### config.mk
export PLATFORM = sky130hd
export DESIGN_NAME = mmu_tlb_port
export DESIGN_NICKNAME = d
export VERILOG_FILES = /design/src/rtl/mmu_acc_pkg.sv /design/src/rtl/mmu_acc_gate.sv /design/src/rtl/mmu_acc_store.sv /design/src/rtl/mmu_tlb_port.sv
export SDC_FILE = /design/constraint.sdc
export NUM_CORES = 2
export LEC_CHECK = 0
export BUFFER_PORTS_ARGS = -buffer_cell sky130_fd_sc_hd__clkbuf_2
export CORE_MARGIN = 2
export CORE_UTILIZATION = 60
export CTS_BUF_LIST = sky130_fd_sc_hd__clkbuf_2
export CTS_CLUSTER_DIAMETER = 60
export DETAILED_ROUTE_END_ITERATION = 12
export PLACE_DENSITY = 0.81
export SLEW_MARGIN = 15
export SYNTH_ARGS = -nofsm -noshare
export SYNTH_HDL_FRONTEND = slang
export SYNTH_HIERARCHICAL = 1
export SYNTH_SLANG_ARGS = --single-unit
### constraint.sdc
create_clock -name clk -period 3.8 [get_ports clk]
set_clock_uncertainty 0.2 [all_clocks]
set_input_delay 0.76 -clock clk [delete_from_list [all_inputs] [get_ports clk]]
set_output_delay 0.76 -clock clk [all_outputs]
set_load 0.01 [all_outputs]
### src/rtl/mmu_acc_pkg.sv
package mmu_acc_pkg;

    localparam logic [2:0] REG_DATA   = 3'd0;
    localparam logic [2:0] REG_TAG    = 3'd1;
    localparam logic [2:0] REG_PID    = 3'd2;
    localparam logic [2:0] REG_ZONE   = 3'd3;
    localparam logic [2:0] REG_INDEX  = 3'd4;
    localparam logic [2:0] REG_SEARCH = 3'd5;

    localparam int PAGE_LSB = 10;

    typedef enum logic {
        ST_IDLE,
        ST_SEARCH
    } port_state_e;

endpackage

### src/rtl/mmu_acc_gate.sv
module mmu_acc_gate
    import mmu_acc_pkg::*;
#(
    parameter int MMU_LEVEL    = 3,
    parameter int ACCESS_LEVEL = 3
) (
    input  logic [2:0] reg_sel,
    input  logic       ext,
    output logic       rd_ok,
    output logic       wr_ok
);

    localparam bit ENABLED  = (MMU_LEVEL >= 2) && (ACCESS_LEVEL != 0);
    localparam bit RD_LEVEL = (ACCESS_LEVEL % 2) == 1;
    localparam bit WR_LEVEL = ACCESS_LEVEL > 1;

    logic rd_raw, wr_raw, ext_ok;

    always_comb begin
        rd_raw = 1'b0;
        wr_raw = 1'b0;
        case (reg_sel)
            REG_DATA, REG_TAG: begin
                rd_raw = RD_LEVEL;
                wr_raw = 1'b1;
            end
            REG_PID, REG_ZONE: begin
                rd_raw = RD_LEVEL;
                wr_raw = WR_LEVEL;
            end
            REG_INDEX: begin
                rd_raw = 1'b1;
                wr_raw = 1'b1;
            end
            REG_SEARCH: begin
                rd_raw = 1'b0;
                wr_raw = WR_LEVEL;
            end
            default: begin
                rd_raw = 1'b0;
                wr_raw = 1'b0;
            end
        endcase
    end

    assign ext_ok = !ext || (reg_sel == REG_DATA);
    assign rd_ok  = ENABLED && ext_ok && rd_raw;
    assign wr_ok  = ENABLED && ext_ok && wr_raw;

endmodule

### src/rtl/mmu_acc_store.sv
module mmu_acc_store #(
    parameter int ENTRIES = 16
) (
    input  logic        clk,
    input  logic        rst_n,
    input  logic [7:0]  idx,
    input  logic        wr_lo,
    input  logic        wr_hi,
    input  logic        wr_tag,
    input  logic [31:0] wdata,
    input  logic [7:0]  tid_in,
    output logic        in_range,
    output logic [31:0] tag_o,
    output logic [31:0] lo_o,
    output logic [31:0] hi_o,
    output logic [7:0]  tid_o
);

    localparam int IDX_W = (ENTRIES > 1) ? $clog2(ENTRIES) : 1;

    logic [31:0] tag_q [ENTRIES];
    logic [31:0] lo_q  [ENTRIES];
    logic [31:0] hi_q  [ENTRIES];
    logic [7:0]  tid_q [ENTRIES];

    logic [IDX_W-1:0] sel;

    assign in_range = {1'b0, idx} < 9'(ENTRIES);
    assign sel      = idx[IDX_W-1:0];

    always_ff @(posedge clk or negedge rst_n) begin
        if (!rst_n) begin
            for (int e = 0; e < ENTRIES; e++) begin
                tag_q[e] <= '0;
                lo_q[e]  <= '0;
                hi_q[e]  <= '0;
                tid_q[e] <= '0;
            end
        end else if (in_range) begin
            if (wr_tag) begin
                tag_q[sel] <= wdata;
                tid_q[sel] <= tid_in;
            end
            if (wr_lo) lo_q[sel] <= wdata;
            if (wr_hi) hi_q[sel] <= wdata;
        end
    end

    assign tag_o = in_range ? tag_q[sel] : '0;
    assign lo_o  = in_range ? lo_q[sel]  : '0;
    assign hi_o  = in_range ? hi_q[sel]  : '0;
    assign tid_o = in_range ? tid_q[sel] : '0;

endmodule

### src/rtl/mmu_tlb_port.sv
module mmu_tlb_port
    import mmu_acc_pkg::*;
#(
    parameter int ENTRIES      = 16,
    parameter int MMU_LEVEL    = 3,
    parameter int ACCESS_LEVEL = 3
) (
    input  logic        clk,
    input  logic        rst_n,
    input  logic        req_valid,
    input  logic        req_write,
    input  logic        req_ext,
    input  logic [2:0]  req_reg,
    input  logic [31:0] req_wdata,
    input  logic        user_mode,
    output logic        rsp_valid,
    output logic [31:0] rsp_rdata,
    output logic        busy,
    output logic        lk_req,
    output logic [31:0] lk_vaddr,
    output logic        lk_user,
    input  logic        lk_hit,
    input  logic [7:0]  lk_idx
);

    localparam int VPN_W = 32 - PAGE_LSB;

    port_state_e state_q, state_d;

    logic [31:0]      pid_q, zone_q, tlbx_q;
    logic [VPN_W-1:0] vpn_q;
    logic             user_q;

    logic        rd_ok, wr_ok, accept, do_wr, do_rd, launch;
    logic        in_range;
    logic [31:0] tag_w, lo_w, hi_w, rd_val;
    logic [7:0]  tid_w;

    mmu_acc_gate #(
        .MMU_LEVEL   (MMU_LEVEL),
        .ACCESS_LEVEL(ACCESS_LEVEL)
    ) u_gate (
        .reg_sel(req_reg),
        .ext    (req_ext),
        .rd_ok  (rd_ok),
        .wr_ok  (wr_ok)
    );

    assign accept = req_valid && (state_q == ST_IDLE);
    assign do_wr  = accept && req_write && wr_ok;
    assign do_rd  = accept && !req_write;
    assign launch = do_wr && (req_reg == REG_SEARCH);

    mmu_acc_store #(
        .ENTRIES(ENTRIES)
    ) u_store (
        .clk     (clk),
        .rst_n   (rst_n),
        .idx     (tlbx_q[7:0]),
        .wr_lo   (do_wr && (req_reg == REG_DATA) && !req_ext),
        .wr_hi   (do_wr && (req_reg == REG_DATA) && req_ext),
        .wr_tag  (do_wr && (req_reg == REG_TAG)),
        .wdata   (req_wdata),
        .tid_in  (pid_q[7:0]),
        .in_range(in_range),
        .tag_o   (tag_w),
        .lo_o    (lo_w),
        .hi_o    (hi_w),
        .tid_o   (tid_w)
    );

    always_comb begin
        rd_val = '0;
        if (rd_ok) begin
            case (req_reg)
                REG_DATA:  rd_val = req_ext ? hi_w : lo_w;
                REG_TAG:   rd_val = tag_w;
                REG_PID:   rd_val = pid_q;
                REG_ZONE:  rd_val = zone_q;
                REG_INDEX: rd_val = tlbx_q;
                default:   rd_val = '0;
            endcase
        end
    end

    // next state
    always_comb begin
        state_d = state_q;
        unique case (state_q)
            ST_IDLE:   if (launch) state_d = ST_SEARCH;
            ST_SEARCH: state_d = ST_IDLE;
            default:   state_d = ST_IDLE;
        endcase
    end

    // state register
    always_ff @(posedge clk or negedge rst_n) begin
        if (!rst_n) state_q <= ST_IDLE;
        else        state_q <= state_d;
    end

    // registered outputs and architectural registers
    always_ff @(posedge clk or negedge rst_n) begin
        if (!rst_n) begin
            pid_q     <= '0;
            zone_q    <= '0;
            tlbx_q    <= '0;
            vpn_q     <= '0;
            user_q    <= 1'b0;
            rsp_valid <= 1'b0;
            rsp_rdata <= '0;
        end else begin
            rsp_valid <= do_rd;
            if (do_rd) rsp_rdata <= rd_val;
            unique case (state_q)
                ST_IDLE: begin
                    if (do_wr) begin
                        case (req_reg)
                            REG_PID:    pid_q  <= req_wdata;
                            REG_ZONE:   zone_q <= req_wdata;
                            REG_INDEX:  tlbx_q <= {tlbx_q[31], req_wdata[30:0]};
                            REG_SEARCH: begin
                                vpn_q  <= req_wdata[31:PAGE_LSB];
                                user_q <= user_mode;
                            end
                            default: ;
                        endcase
                    end
                    if (do_rd && rd_ok && (req_reg == REG_TAG) && in_range)
                        pid_q <= {24'd0, tid_w};
                end
                ST_SEARCH: begin
                    if (lk_hit) tlbx_q <= {24'd0, lk_idx};
                    else        tlbx_q <= {1'b1, tlbx_q[30:0]};
                end
                default: ;
            endcase
        end
    end

    assign busy     = (state_q == ST_SEARCH);
    assign lk_req   = (state_q == ST_SEARCH);
    assign lk_vaddr = {vpn_q, {PAGE_LSB{1'b0}}};
    assign lk_user  = user_q;

endmodule

Word-level counts from Yosys, hierarchy flattened
Index checks and enable logic that the tools add are counted.
Word-level totals
  word-level logic and storage cells: 154
  bits in registers: 1817
  input bits: 50
Cells by class
  eq/ne operators: 8
  magnitude comparators: 3
  bitwise operators: 2
  reductions and logical operators: 30
  mux-type cells: 38
Operators with widths (number)
  bitwise mux 512 bit: 3
  two-way mux 32 bit: 16
  binary-select mux 32 bit (select 4 bit): 3
  case mux 32 bit (5 select lines): 1
  bitwise mux 128 bit: 1
  demux 32 bit (select 4 bit): 1
  case mux 32 bit (2 select lines): 1
  two-way mux 31 bit: 2
  binary-select mux 8 bit (select 4 bit): 1
  demux 8 bit (select 4 bit): 1
  two-way mux 8 bit: 4
  logical AND 1 bit: 15
  AND reduction 3 bit: 4
  < comparator 8 x 5 -> 1 bit, second input constant: 1
  == test 3 x 2 -> 1 bit, second input constant: 2
  == test 3 bit, second input constant: 2
  AND reduction 2 bit: 3
  OR reduction 6 bit: 1
  >= comparator 5 bit, second input constant: 1
  < comparator 5 x 1 -> 1 bit, second input constant: 1
  inverter 4 -> 5 bit: 1
  OR reduction 5 bit: 1
  inequality test 2 bit, second input constant: 2
  nonzero test 2 bit: 2
  other kinds (8): 11

Logic depth before layout (Yosys ltp)
  depth in word-level cells: 9
  depth in mapped cells: 12

By module
The synthesis kept the hierarchy.
By module, submodules not included
  mmu_acc_store: area each 74707.9 um2, instances 1, cells each 4614, sequential area each 41639.9 um2
  mmu_tlb_port: area each 8100.3 um2, instances 1, cells each 739, sequential area each 3828.7 um2
  mmu_acc_gate: area each 27.5 um2, instances 1, cells each 4, sequential area each 0.0 um2

Worst setup path before layout
No wires, ideal clock.
  path kind: input to register
  from: input req_reg[1]
  to: register u_store/tag_q[448] in the netlist's numbering
  data required time: 3.473 ns
  slack: 0.820 ns
  data arrival time: 2.653 ns
  stages: 10
  cell sequence: buf_2 > nor3b_2 > clkbuf_1 > and2_1 > and2_1 > buf_2 > buf_12 > nand2_4 > buf_6 > mux2_1
Between the ends
  word-level cells in the longest chain between the ends: 7
  elaborated cells on any way between the ends: 13
  classes of those cells: eq/ne (5); mux (1); reduce/logical (7)
Ends and longest elaborated chain
  from (decl): RTL line mmu_tlb_port.sv:13  | input logic [2:0] req_reg,
  == test 3 bit, or another cell as far along: RTL line mmu_acc_gate.sv:22  | case (reg_sel)
  OR reduction 6 bit (no source line)
  two-way mux 1 bit: RTL line mmu_acc_gate.sv:22
  logical AND 1 bit: RTL line mmu_acc_gate.sv:48  | assign wr_ok = ENABLED && ext_ok && wr_raw;
  logical AND 1 bit: RTL line mmu_tlb_port.sv:50  | assign do_wr = accept && req_write && wr_ok;
  logical AND 1 bit (*): RTL line mmu_tlb_port.sv:62  | .wr_tag (do_wr && (req_reg == REG_TAG)),
  AND reduction 2 bit (no source line) (*)
  to (signal, indexed assignment): RTL line mmu_acc_store.sv:41  | tag_q[sel] <= wdata;
  to (decl): RTL line mmu_acc_store.sv:21  | logic [31:0] tag_q [ENTRIES];
Mark *: on every way between the ends. The rest lies on a longest branch, timed or not.
A chain may end at the register's enable or synchronous reset.

Worst setup path after layout
  from: register tlbx_q[4]
  to: register rsp_rdata[12]
Between the ends
  elaborated cells on any way between the ends: 7
  classes of those cells: order compare (1); mux (6)
RTL lines
  from (decl): RTL line mmu_tlb_port.sv:30  | logic [31:0] pid_q, zone_q, tlbx_q;
  from (signal assigned): RTL line mmu_tlb_port.sv:121  | REG_INDEX: tlbx_q <= {tlbx_q[31], req_wdata[30:0]};
  from (signal assigned): RTL line mmu_tlb_port.sv:133  | if (lk_hit) tlbx_q <= {24'd0, lk_idx};
  from (signal assigned): RTL line mmu_tlb_port.sv:134  | else tlbx_q <= {1'b1, tlbx_q[30:0]};
  < comparator 8 x 5 -> 1 bit: RTL line mmu_acc_store.sv:28  | assign in_range = {1'b0, idx} < 9'(ENTRIES);
  two-way mux 32 bit: RTL line mmu_acc_store.sv:49  | assign tag_o = in_range ? tag_q[sel] : '0;
  net tag_w[12]: RTL line mmu_tlb_port.sv:36  | logic [31:0] tag_w, lo_w, hi_w, rd_val;
  case mux 32 bit (5 select lines): RTL line mmu_tlb_port.sv:75  | case (req_reg)
  two-way mux 32 bit: RTL line mmu_tlb_port.sv:74  | if (rd_ok) begin
  to (signal assigned): RTL line mmu_tlb_port.sv:114  | if (do_rd) rsp_rdata <= rd_val;
  to (decl): RTL line mmu_tlb_port.sv:17  | output logic [31:0] rsp_rdata,
The timed path passes the listed nets, and every way through them passes these cells.

==> flow_summary.yaml <==
floorplanning:
  dieWidth_um: 375.6
  core_area_um2: 137300
  rows: 136
  pin_count: 118
  die_h_um: 375.6
  initial_core_util_pct: 60.32
  die_area_um2: 141000
cts:
  cts_max_level: 5
  cts_tree: "built"
  clock-sinks: 1817
  clk_pin_slew_ns: 0.10
  clockBufferDepth: 4
  root_buffer: "clkbuf_2"
  cts_resized: 0
  cts_buffers: 448
  clock_latency_ns: 1.81
yosys:
  yosys_warnings: 6
  syn-instance-count: 5357
  ys_seq_area_share_pct: 54.89
  synth_edf_count: 0
  synth.avg_cell_area_um2: 15.46
  synth_most_common_cell: "dfrtp_1"
  synth_top_flop_cell: "dfrtp_1"
  synth_area_leaders: "dfrtp_1, mux2_2, mux4_2, mux2_1, a22oi_1"
  synth-seq-cells: 1817
  ys_types: 58
  ys_async_sr_fraction_pct: 100.0
  synthTopCellsByCount: "dfrtp_1, mux2_2, mux2_1"
  synth_top_area_share_pct: 54.89
  synth_area_leader_cell: "dfrtp_1"
  syn_area_um2: 82840
worst_hold_path:
  min-delay-start: "req_wdata[11]"
  hold_path_class: "input pin to flip-flop"
  holdPathStages: 4
  worstHoldEndpoint: "pid_q[11]$_DFFE_PN0P_"
detailed_routing:
  vias: 50322
  firstDrtPassIters: 7
  drt_iter0_markers: 4492
  remaining_drc_errors: 0
  viasPerCell: 6.468
  ant_nets: 0
  wl_per_cell_um: 27.21
  wl_um: 211700
critical_path:
  r2r_end: "rsp_rdata[12]$_DFFE_PN0N_"
  cp_top_family: "buffers and inverters"
  crit_chain: "or4_1 -> buf_4 -> nor2_4 -> buf_4 -> buf_4 -> a22oi_1 -> nand2_1 -> a22oi_1 -> o221ai_2 -> dlygate4sd3_1"
  cp_data_arrival_time_ns: 5.31
  critPathMaxFanout: 27
  end_kind: "flip-flop"
  critical_path_class: "flip-flop to flip-flop"
  slowest_stage: "or4_1"
  max_stage_delay_ns: 0.63
  cp-start-kind: "flip-flop"
  cp.required_ns: 5.34
  worst-r2r-cell-count: 10
  crit_path_frequent_cell: "buf_4"
  r2r-start: "tlbx_q[4]$_DFFE_PN0P_"
  r2r_setup_slack_ns: 0.03
  cp_num_cells: 10
  critPathBufInv: 4
final_layout:
  fillCellCount: 9582
  final_util_pct: 65.75
  instances_no_fill: 7780
  area_growth_pct: 9.004
  drive_above_1_share_pct: 41.30
  fin_nets: 5762
global_route:
  grt_pass1_vias: 54177
  grt_overflow: 0
  grt_max_degree: 135
  antenna_found_initial: 11
  grt_pass1_wl_um: 326000
  grt_usage_pct: 30.59
placed_design:
  portBuffers: 107
  dp_hpwl_um: 123700
  post-place-ws_ns: 0.2543
  gp_congestion: 0.8709
  place_inst: 6932
timing:
  hold_violations: 0
  drv_slew: 0
  post-route-period-util_pct: 99.31
  rsz0062_at_grt: "false"
  worstMarginPinSlew_ns: 1.213
  setup_ws_ns: 0.02610
  tns_ns: 0
  fmax_mhz: 265.0
  max-slew-margin-rel_pct: 19.16
  min_period_ns: 3.774
  setup_viol: 0
job:
  cap_violations: 0
power_and_ir_drop:
  peakVddDrop_uv: 312.5
  p_total_mw: 36.95
  p_per_area_nw_per_um2: 409.2
  total_leakage_power_nw: 46.46
outcome:
  status: "finished clean"
## power breakdown
group / internal [mW] / leakage (nW) / switching (mW)
registers: 19.6 / 25.2 / 0.398
logic: 2.01 / 18.4 / 2.83
clock network: 4.53 / 2.82 / 7.53
## per-stage QoR
step                hold slack [ns]  area, µm²
floorplan                    0.2562      82870
global placement             0.2663      85480
detailed placement           0.2744      85480
CTS                        0.004900      90180
global route                0.02523      90290
finish                      0.05817      90290
## cell type report
cell class                 count  area, µm²  area share, %
antenna                       10      25.02        0.02771
sequential                  1817      45480          50.36
multi-input combinational   2986      34610          38.33
clock inverter                76      349.1         0.3866
inverter                       7      27.53        0.03049
timing repair buffer         452       4372          4.842
clock buffer                 638       3193          3.536
tap                         1794       2245          2.486
## layer usage
metal | share of wire, % | track usage, % | routed length (µm) | up-vias
li1 | - | - | - | 20758
met5 | 0.011 | 0 | 23 | -
met4 | 3.1 | 11.87 | 6481 | 4
met2 | 47 | 47.29 | 99910 | 2281
met3 | 9.1 | 7.708 | 19160 | 412
met1 | 41 | 42.17 | 86110 | 26867
## worst reg2reg max path: cells and delay by family (launching register included)
family / cells / cell delay, ns
DFF: 1 / 0.43
AOI/OAI and AO/OA: 3 / 0.50
and+or+nand+nor: 3 / 0.99
buffers and inverters: 4 / 1.62
## state kept, by name (all words and copies together), names as in the netlist
name,flops
busy,1
lk_user,1
pid_q,32
rsp_rdata,32
rsp_valid,1
tlbx_q,32
u_store/hi_q,512
u_store/lo_q,512
u_store/tag_q,512
u_store/tid_q,128
vpn_q,22
zone_q,32
## cell usage in the layout, fill, tap and decap left out, types with 31 or more instances in the layout
cell type      netlist  final
mux2_4              86     86
nor3_1              39     38
nand2_1            257    242
dfrtp_1           1817   1815
a22oi_1            244    244
clkbuf_2             0    739
mux2_2             855    855
nand2_2             18     33
clkinv_1             0     64
buf_4               42    156
dlygate4sd3_1        0    114
buf_12               4     75
mux2i_1             35     35
mux4_2             414    414
mux2_1             780    780
a22o_1              31     31
## logic make-up (layout without fill, tap and decap cells)
group                  Yosys count  count (layout)  share of synthesized area (%)
other                            1              20                       0.004527
buffers and inverters          564            1173                          3.479
DFF                           1817            1817                          54.89
AOI/OAI and AO/OA              389             389                          3.832
muxes                         2170            2170                          35.46
and+or+nand+nor                416             417                          2.331
## worst max path at each step
stage | startpoint | to
global placement | req_reg[0] | u_store/lo_q[236]$_DFFE_PN0P_
floorplan | req_reg[1] | u_store/tag_q[448]$_DFFE_PN0P_
global route | tlbx_q[4]$_DFFE_PN0P_ | rsp_rdata[12]$_DFFE_PN0N_
detailed placement | req_reg[0] | u_store/lo_q[233]$_DFFE_PN0P_
finish | tlbx_q[4]$_DFFE_PN0P_ | rsp_rdata[12]$_DFFE_PN0N_
CTS | tlbx_q[0]$_DFFE_PN0P_ | rsp_rdata[12]$_DFFE_PN0N_
## repair_timing
item	CTS	global route
hold buffers	114	1
setup buffers	0	7
setup endpoints to repair	0	1
hold endpoints to repair	3506	13
(Power assumes the default switching activity.)
